### config.mk
export PLATFORM = sky130hd
export DESIGN_NAME = margin_ctrl
export DESIGN_NICKNAME = d
export VERILOG_FILES = /design/src/rtl/nvm_margin_pkg.sv /design/src/rtl/margin_cmd_check.sv /design/src/rtl/margin_level_reg.sv /design/src/rtl/margin_err_flag.sv /design/src/rtl/margin_ctrl.sv
export SDC_FILE = /design/constraint.sdc
export NUM_CORES = 1
export LEC_CHECK = 0
export BUFFER_PORTS_ARGS = -buffer_cell sky130_fd_sc_hd__clkbuf_2
export CAP_MARGIN = 0
export CORE_AREA = 10 10 47 49
export CTS_BUF_LIST = sky130_fd_sc_hd__clkbuf_16
export DETAILED_ROUTE_END_ITERATION = 10
export DIE_AREA = 0 0 57 59
export PLACE_DENSITY = 0.49
export SYNTH_ARGS = -nofsm -noshare
export SYNTH_HDL_FRONTEND = slang
export SYNTH_SLANG_ARGS = --single-unit
### constraint.sdc
create_clock -name clk -period 1 [get_ports clk]
set_input_delay 0.2 -clock clk [delete_from_list [all_inputs] [get_ports clk]]
set_output_delay 0.2 -clock clk [all_outputs]
set_load 0.005 [all_outputs]
### src/rtl/nvm_margin_pkg.sv
// Package: shared level-code width and the level encoding, plus reach helpers.
// Assumes: codes above LVL_FIELD_M0 are undefined and must be refused.
package nvm_margin_pkg;
    localparam int LVL_W = 3;

    typedef enum logic [LVL_W-1:0] {
        LVL_NORMAL   = 3'b000,
        LVL_USER_M1  = 3'b001,
        LVL_USER_M0  = 3'b010,
        LVL_FIELD_M1 = 3'b011,
        LVL_FIELD_M0 = 3'b100
    } lvl_e;

    // True for codes a user command may select.
    function automatic logic is_user_lvl(input logic [LVL_W-1:0] c);
        return (c == LVL_NORMAL) || (c == LVL_USER_M1) || (c == LVL_USER_M0);
    endfunction

    // True for the stricter codes only a field command may select.
    function automatic logic is_field_lvl(input logic [LVL_W-1:0] c);
        return (c == LVL_FIELD_M1) || (c == LVL_FIELD_M0);
    endfunction
endpackage

### src/rtl/margin_cmd_check.sv
// Module: combinational permission check for one margin command.
// Assumes: mode and security inputs are stable while a command is sampled.
module margin_cmd_check
    import nvm_margin_pkg::*;
(
    input  logic             cmd_field,
    input  logic [LVL_W-1:0] cmd_level,
    input  logic             mode_special,
    input  logic             dev_secured,
    output logic             grant
);
    logic user_ctx_ok;
    logic field_ctx_ok;

    // Decide whether the context and the code both allow this command.
    always_comb begin
        user_ctx_ok  = !mode_special || !dev_secured;
        field_ctx_ok = mode_special && !dev_secured;
        if (cmd_field)
            grant = field_ctx_ok && (is_user_lvl(cmd_level) || is_field_lvl(cmd_level));
        else
            grant = user_ctx_ok && is_user_lvl(cmd_level);
    end
endmodule

### src/rtl/margin_level_reg.sv
// Module: holds the active level and produces the done pulse.
// Assumes: cmd_valid is a single-cycle strobe; grant is valid with it.
module margin_level_reg
    import nvm_margin_pkg::*;
(
    input  logic             clk,
    input  logic             rst_n,
    input  logic             cmd_valid,
    input  logic             grant,
    input  logic [LVL_W-1:0] cmd_level,
    output logic [LVL_W-1:0] level_q,
    output logic             done_q
);
    // Load a granted level; pulse done for each command.
    always_ff @(posedge clk) begin
        if (!rst_n) begin
            level_q <= LVL_NORMAL;
            done_q  <= 1'b0;
        end else begin
            done_q <= cmd_valid;
            if (cmd_valid && grant)
                level_q <= cmd_level;
        end
    end

    // A refused command must not move the level.
    p_hold_on_refuse_r9: assert property (@(posedge clk) disable iff (!rst_n)
        (cmd_valid && !grant) |=> $stable(level_q));
endmodule

### src/rtl/margin_err_flag.sv
// Module: sticky access-error flag, write-1 clear, set has priority.
// Assumes: set is a single-cycle refusal indication.
module margin_err_flag (
    input  logic clk,
    input  logic rst_n,
    input  logic set,
    input  logic clr,
    output logic err_q
);
    // Track the sticky flag; a new refusal wins over a clear.
    always_ff @(posedge clk) begin
        if (!rst_n)
            err_q <= 1'b0;
        else if (set)
            err_q <= 1'b1;
        else if (clr)
            err_q <= 1'b0;
    end

    // Flag holds while no clear is applied.
    p_err_sticky_r9: assert property (@(posedge clk) disable iff (!rst_n)
        (err_q && !clr) |=> err_q);
endmodule

### src/rtl/margin_ctrl.sv
// Module: top of the read-margin level controller. It checks each command
// against mode and security, updates the level or flags an access error.
// Assumes: one command at a time; cmd_valid lasts one cycle.
module margin_ctrl
    import nvm_margin_pkg::*;
(
    input  logic             clk,
    input  logic             rst_n,
    input  logic             cmd_valid,
    input  logic             cmd_field,
    input  logic [LVL_W-1:0] cmd_level,
    input  logic             mode_special,
    input  logic             dev_secured,
    input  logic             err_clear,
    output logic [LVL_W-1:0] level_out,
    output logic             cmd_done,
    output logic             access_err
);
    logic grant;
    logic refuse;

    margin_cmd_check u_check (
        .cmd_field    (cmd_field),
        .cmd_level    (cmd_level),
        .mode_special (mode_special),
        .dev_secured  (dev_secured),
        .grant        (grant)
    );

    margin_level_reg u_level (
        .clk       (clk),
        .rst_n     (rst_n),
        .cmd_valid (cmd_valid),
        .grant     (grant),
        .cmd_level (cmd_level),
        .level_q   (level_out),
        .done_q    (cmd_done)
    );

    // Flag a refusal only on a sampled command.
    always_comb refuse = cmd_valid && !grant;

    margin_err_flag u_err (
        .clk   (clk),
        .rst_n (rst_n),
        .set   (refuse),
        .clr   (err_clear),
        .err_q (access_err)
    );

    // Field command outside special unsecured context is refused.
    p_field_ctx_r2: assert property (@(posedge clk) disable iff (!rst_n)
        (cmd_valid && cmd_field && !(mode_special && !dev_secured))
        |=> ($stable(level_out) && access_err));

    // User command in normal mode with a user code takes effect.
    p_user_normal_r3: assert property (@(posedge clk) disable iff (!rst_n)
        (cmd_valid && !cmd_field && !mode_special && (cmd_level <= 3'b010))
        |=> (level_out == $past(cmd_level)));

    // User command never reaches field or undefined codes.
    p_user_reach_r5: assert property (@(posedge clk) disable iff (!rst_n)
        (cmd_valid && !cmd_field && (cmd_level >= 3'b011))
        |=> ($stable(level_out) && access_err));

    // Undefined codes are refused by either command.
    p_bad_code_r6: assert property (@(posedge clk) disable iff (!rst_n)
        (cmd_valid && (cmd_level >= 3'b101)) |=> $stable(level_out));

    // Done answers each strobe for exactly one cycle.
    p_done_follows_r8: assert property (@(posedge clk) disable iff (!rst_n)
        cmd_valid |=> cmd_done);
    p_done_single_r8: assert property (@(posedge clk) disable iff (!rst_n)
        !cmd_valid |=> !cmd_done);

    // Output never carries an undefined code.
    p_level_legal_r2: assert property (@(posedge clk) disable iff (!rst_n)
        level_out <= 3'b100);
endmodule

**After elaboration in Yosys (flattened, before gate mapping)**

Index checks and enable logic that the tools add are counted.

- Register bits: 5
- Latch bits: 0
- Memory bits (writable): 0
- ROM bits: 0
- Input bits: 10
- Output and inout port bits: 5
- Memories kept: 0

- Add/subtract/negate cells: 0
- $mul: 0
- Div/mod/pow operators: 0
- Magnitude comparators: 0
- Equal/unequal tests: 4
- Shifts and indexed selects: 0
- Mux-type cells: 3
- Bitwise gates (word level): 0
- Reductions and logical operators: 15

Operators with widths:

| kind | count |
|---|---|
| $eq A3 B2 Y1 const B | 2 |
| $logic_and A1 B1 Y1 | 5 |
| $logic_or A1 B1 Y1 | 5 |
| $eq A3 B1 Y1 const B | 1 |
| $eq A3 B3 Y1 const B | 1 |
| $logic_not A1 Y1 | 3 |
| $logic_not A3 Y1 | 1 |
| $mux W1 | 3 |
| $reduce_bool A2 Y1 | 1 |

**Depth between registers and ports, before layout**

- Depth in word-level cells: 9
- Mapped depth: 5
- Mapped depth without buffers: 4

**Modules after synthesis**

Synthesis repeated with hierarchy kept, for this count alone.

- Cell total of the unflattened synthesis: 25
- Area, all modules: 242.7 µm²

Modules (own cells, without submodules):

| module | times used | cells an instance | area an instance (µm²) |
|---|---|---|---|
| margin_level_reg | 1 | 15 | 152.6 |
| margin_err_flag | 1 | 3 | 41.3 |
| margin_cmd_check | 1 | 6 | 35.0 |
| margin_ctrl | 1 | 1 | 13.8 |

**Least setup slack after synthesis**

Ideal clock, no wire load.

- Kind: input port to flip-flop
- Start point: in cmd_level[1]
- End point: reg u_level.level_q[0]
- Library setup time: 72 ps
- Data arrival time: 981 ps
- Slack: -53 ps
- Stages on the path: 5
- Buffers on the path: 1
- Path through: nand2b_1 > a221oi_2 > and3_1 > buf_4 > mux2i_1

- Longest elaborated chain between the ends: 7
- Elaborated cells on any way between the ends: 13
- Those cells by class: eq/ne (4); mux (1); reduce/logical (8)

Ends and longest elaborated chain:

| item | RTL line | text |
|---|---|---|
| start: declaration | margin_ctrl.sv:11 | `input logic [LVL_W-1:0] cmd_level,` |
| $eq A3 B1 Y1 or $logic_not A3 Y1 (tied branches) | nvm_margin_pkg.sv:16 | `return (c == LVL_NORMAL) \|\| (c == LVL_USER_M1) \|\| (c == LVL_USER_M0);` |
| $logic_or A1 B1 Y1 (2 in a row) | nvm_margin_pkg.sv:16 |  |
| $logic_or A1 B1 Y1 | margin_cmd_check.sv:20 | `grant = field_ctx_ok && (is_user_lvl(cmd_level) \|\| is_field_lvl(cmd_level));` |
| $logic_and A1 B1 Y1 | margin_cmd_check.sv:20 |  |
| $mux W1 * | margin_cmd_check.sv:19 | `if (cmd_field)` |
| $logic_and A1 B1 Y1 * | margin_level_reg.sv:21 | `if (cmd_valid && grant)` |
| end signal: assignment | margin_level_reg.sv:22 | `level_q <= cmd_level;` |
| end: declaration | margin_level_reg.sv:11 | `output logic [LVL_W-1:0] level_q,` |

Mark *: on every way between the ends. The rest lies on a longest branch, timed or not.
A chain may end at the register's enable or synchronous reset.

**Worst setup path in the final report**

- Start point: in cmd_level[1]
- End point: reg u_level.level_q[2]

The elaborated chain is that of the path after synthesis.

==> results.toml <==
[run_status]
outcome = "finished, final reports clean"

[critical_path]
crit_arrival_ns = 1.08
endpoint_kind = "flip-flop"
criticalPathCategory = "in2reg"
startpoint_type = "input port"
cp.required_ns = 1.16
cp_max_fo = 3

[logic_synthesis]
ys_seq_area_frac = 0.423
yosys_warnings = 0
syn_nets = 36
ys_types = 13
syn_avg_cell_area_um2 = 9.10
synth_area_um2 = 236
ys_ff_latch = 5
synthCells = 26

[floorplanning]
die_w_um = 57
io_pins = 15
fp.dieH_um = 59
die_area_mm2 = 0.00336
num_rows = 14
initial_core_util = 0.169
core_area_mm2 = 0.00140

[global_route]
grtUsageTotal = 0.0501
grt_pass1_vias = 293
grt_max_degree = 9
gr-total-overflow = 0
grt_pass1_wl_mm = 1.25
antenna_found_initial = 0

[cells_and_area]
antennaDiodeCount = 0
area_delta_synth_final_pct = 90.5
design_area_um2 = 450
fillCellCount = 158
nets = 55
drive_above_1_share = 0.523

[power_and_ir_drop]
sw_frac_of_total = 0.186
switchingPower_w = 0.000180
comb_power_share = 0.100
powerDensity_mw_per_mm2 = 2140
clock_power_share = 0.677
irDropWorstVdd_uv = 773
p_seq_frac = 0.223
power.internal_w = 0.000785
leakage_nw = 0.214

[clock_network]
cts_sinks = 5
insertion_delay_ns = 0.23
cts_tree = "done"
cts_max_level = 1
cts_made_buffers = 3
root_buffer = "clkbuf_16"
clock_path_buffers = 2
postCtsHoldBufs = 0
path_clk_slew_ns = 0.03

[placed_design]
place_congestion = 0.674
dpl-instance-area_um2 = 338
io_buffers = 14
dpl.hpwl_um = 582

[sta]
rsz0062_at_grt = "true"
relSlewSlack = 0.865
slew_viol_final = 0
hold_viol_final = 0
fin_crit_sh = 0.926
worstMarginPinSlew_ns = 0.200
min_period_ns = 0.926
fin_setup_tns_ns = 0
setup_viol = 0
finClkSkew_ns = 0
fmax_mhz = 1080

[flow_run]
cap_violations = 0

[drt]
drt_first_pass_iters = 4
drc = 0
wl_per_cell_um = 12.2
ant_nets = 0
num_vias = 241
drt_iter0_markers = 1
vias_per_cell = 4.02
drt-total-wl_um = 732

[worst_hold_path]
hp-class = "in2reg"
==> repair_timing <==
| action | CTS | global route |
|---|---|---|
| resized for setup | 1 | 7 |
| buffers inserted | 0 | 0 |
| setup endpoints to repair | 3 | 3 |
| pin swaps | 0 | 1 |
==> sequential cells by signal, summed over array words and instances (netlist names) <==
name	flops
u_level.level_q	3
u_level.done_q	1
u_err.err_q	1
==> Yosys cell counts, drive strengths merged <==
master | count | area, um2
a21boi | 1 | 7.51
nand2b | 1 | 6.26
nor2b | 3 | 18.8
and3 | 1 | 6.26
and2 | 1 | 6.26
o21a | 1 | 7.51
dfxtp | 5 | 100
o21ai | 1 | 5.00
a221oi | 1 | 15.0
mux2i | 3 | 30.0
nand2 | 6 | 22.5
clkbuf | 1 | 3.75
buf | 1 | 7.51
==> worst max-delay path, cell delays in order <==
cell      delay [ns]
buf_8           0.10
nand2b_4        0.14
a221oi_4        0.22
and3_4          0.26
mux2i_1         0.17
==> final cells by class <==
type | instances | area (um2) | area share
Sequential cell | 5 | 100 | 0.222
Clock buffer | 3 | 75.1 | 0.167
Clock inverter | 1 | 3.75 | 0.00833
Multi-Input combinational cell | 19 | 156 | 0.347
Tap cell | 16 | 20.0 | 0.0444
Timing Repair Buffer | 16 | 95.1 | 0.211
==> layer usage <==
layer | share of wire | GRT usage
met5 | 0 | 0
met2 | 0.49 | 0.0729
met4 | 0 | 0.0403
met3 | 0.038 | 0.0258
met1 | 0.47 | 0.0533
==> power groups by stage <==
stage / Combinational [W] / Clock (W) / Sequential, W
3_3_place_gp: 0.0000794 / 0 / 0.000218
4_1_cts: 0.0000824 / 0.000667 / 0.000215
6_report: 0.0000963 / 0.000653 / 0.000215
2_1_floorplan: 0.0000397 / 0 / 0.000219
3_5_place_dp: 0.0000816 / 0 / 0.000218
5_1_grt: 0.000108 / 0.000675 / 0.000216
==> cell families (layout without fill, tap and decap cells) <==
kind of cell | count (synthesis) | count (layout) | synth area share
buffers and inverters | 2 | 20 | 0.0476
AND/OR/NAND/NOR | 12 | 12 | 0.254
flip-flops | 5 | 5 | 0.423
AO/OA/AOI/OAI | 4 | 4 | 0.148
multiplexers | 3 | 3 | 0.127
==> final timing paths <==
check	startpoint	end	slack, ns	depth (start not counted)
worst max-delay path	cmd_level[1]	u_level.level_q[2]	0.07	5
worst min-delay path	cmd_valid	u_level.done_q	0.22	2
worst max register to register	u_err.err_q	u_err.err_q	0.32	2
worst min register to register	u_level.level_q[0]	u_level.level_q[0]	0.45	2
==> stage by stage <==
step	power [W]	worst slack [ns]	util	hold slack, ns	std cells
2_1_floorplan	0.000259	-0.0346	-	0.322	26
3_3_place_gp	0.000297	-0.206	0.241	0.442	56
3_5_place_dp	0.000300	-0.246	0.241	0.449	56
4_1_cts	0.000965	0.0327	0.298	0.219	60
5_1_grt	0.00100	-0.00830	0.321	0.253	60
6_report	0.000965	0.0741	0.321	0.222	60
==> cells in the final DEF, fill, tap and decap left out, drive strengths merged <==
master	synthesis	final
nor2b	3	3
dfxtp	5	5
nand2	6	6
o21ai	1	1
inv	0	1
and2	1	1
a21boi	1	1
nand2b	1	1
a221oi	1	1
o21a	1	1
mux2i	3	3
and3	1	1
buf	1	3
clkbuf	1	16
Power figures use the tool's default switching activity.
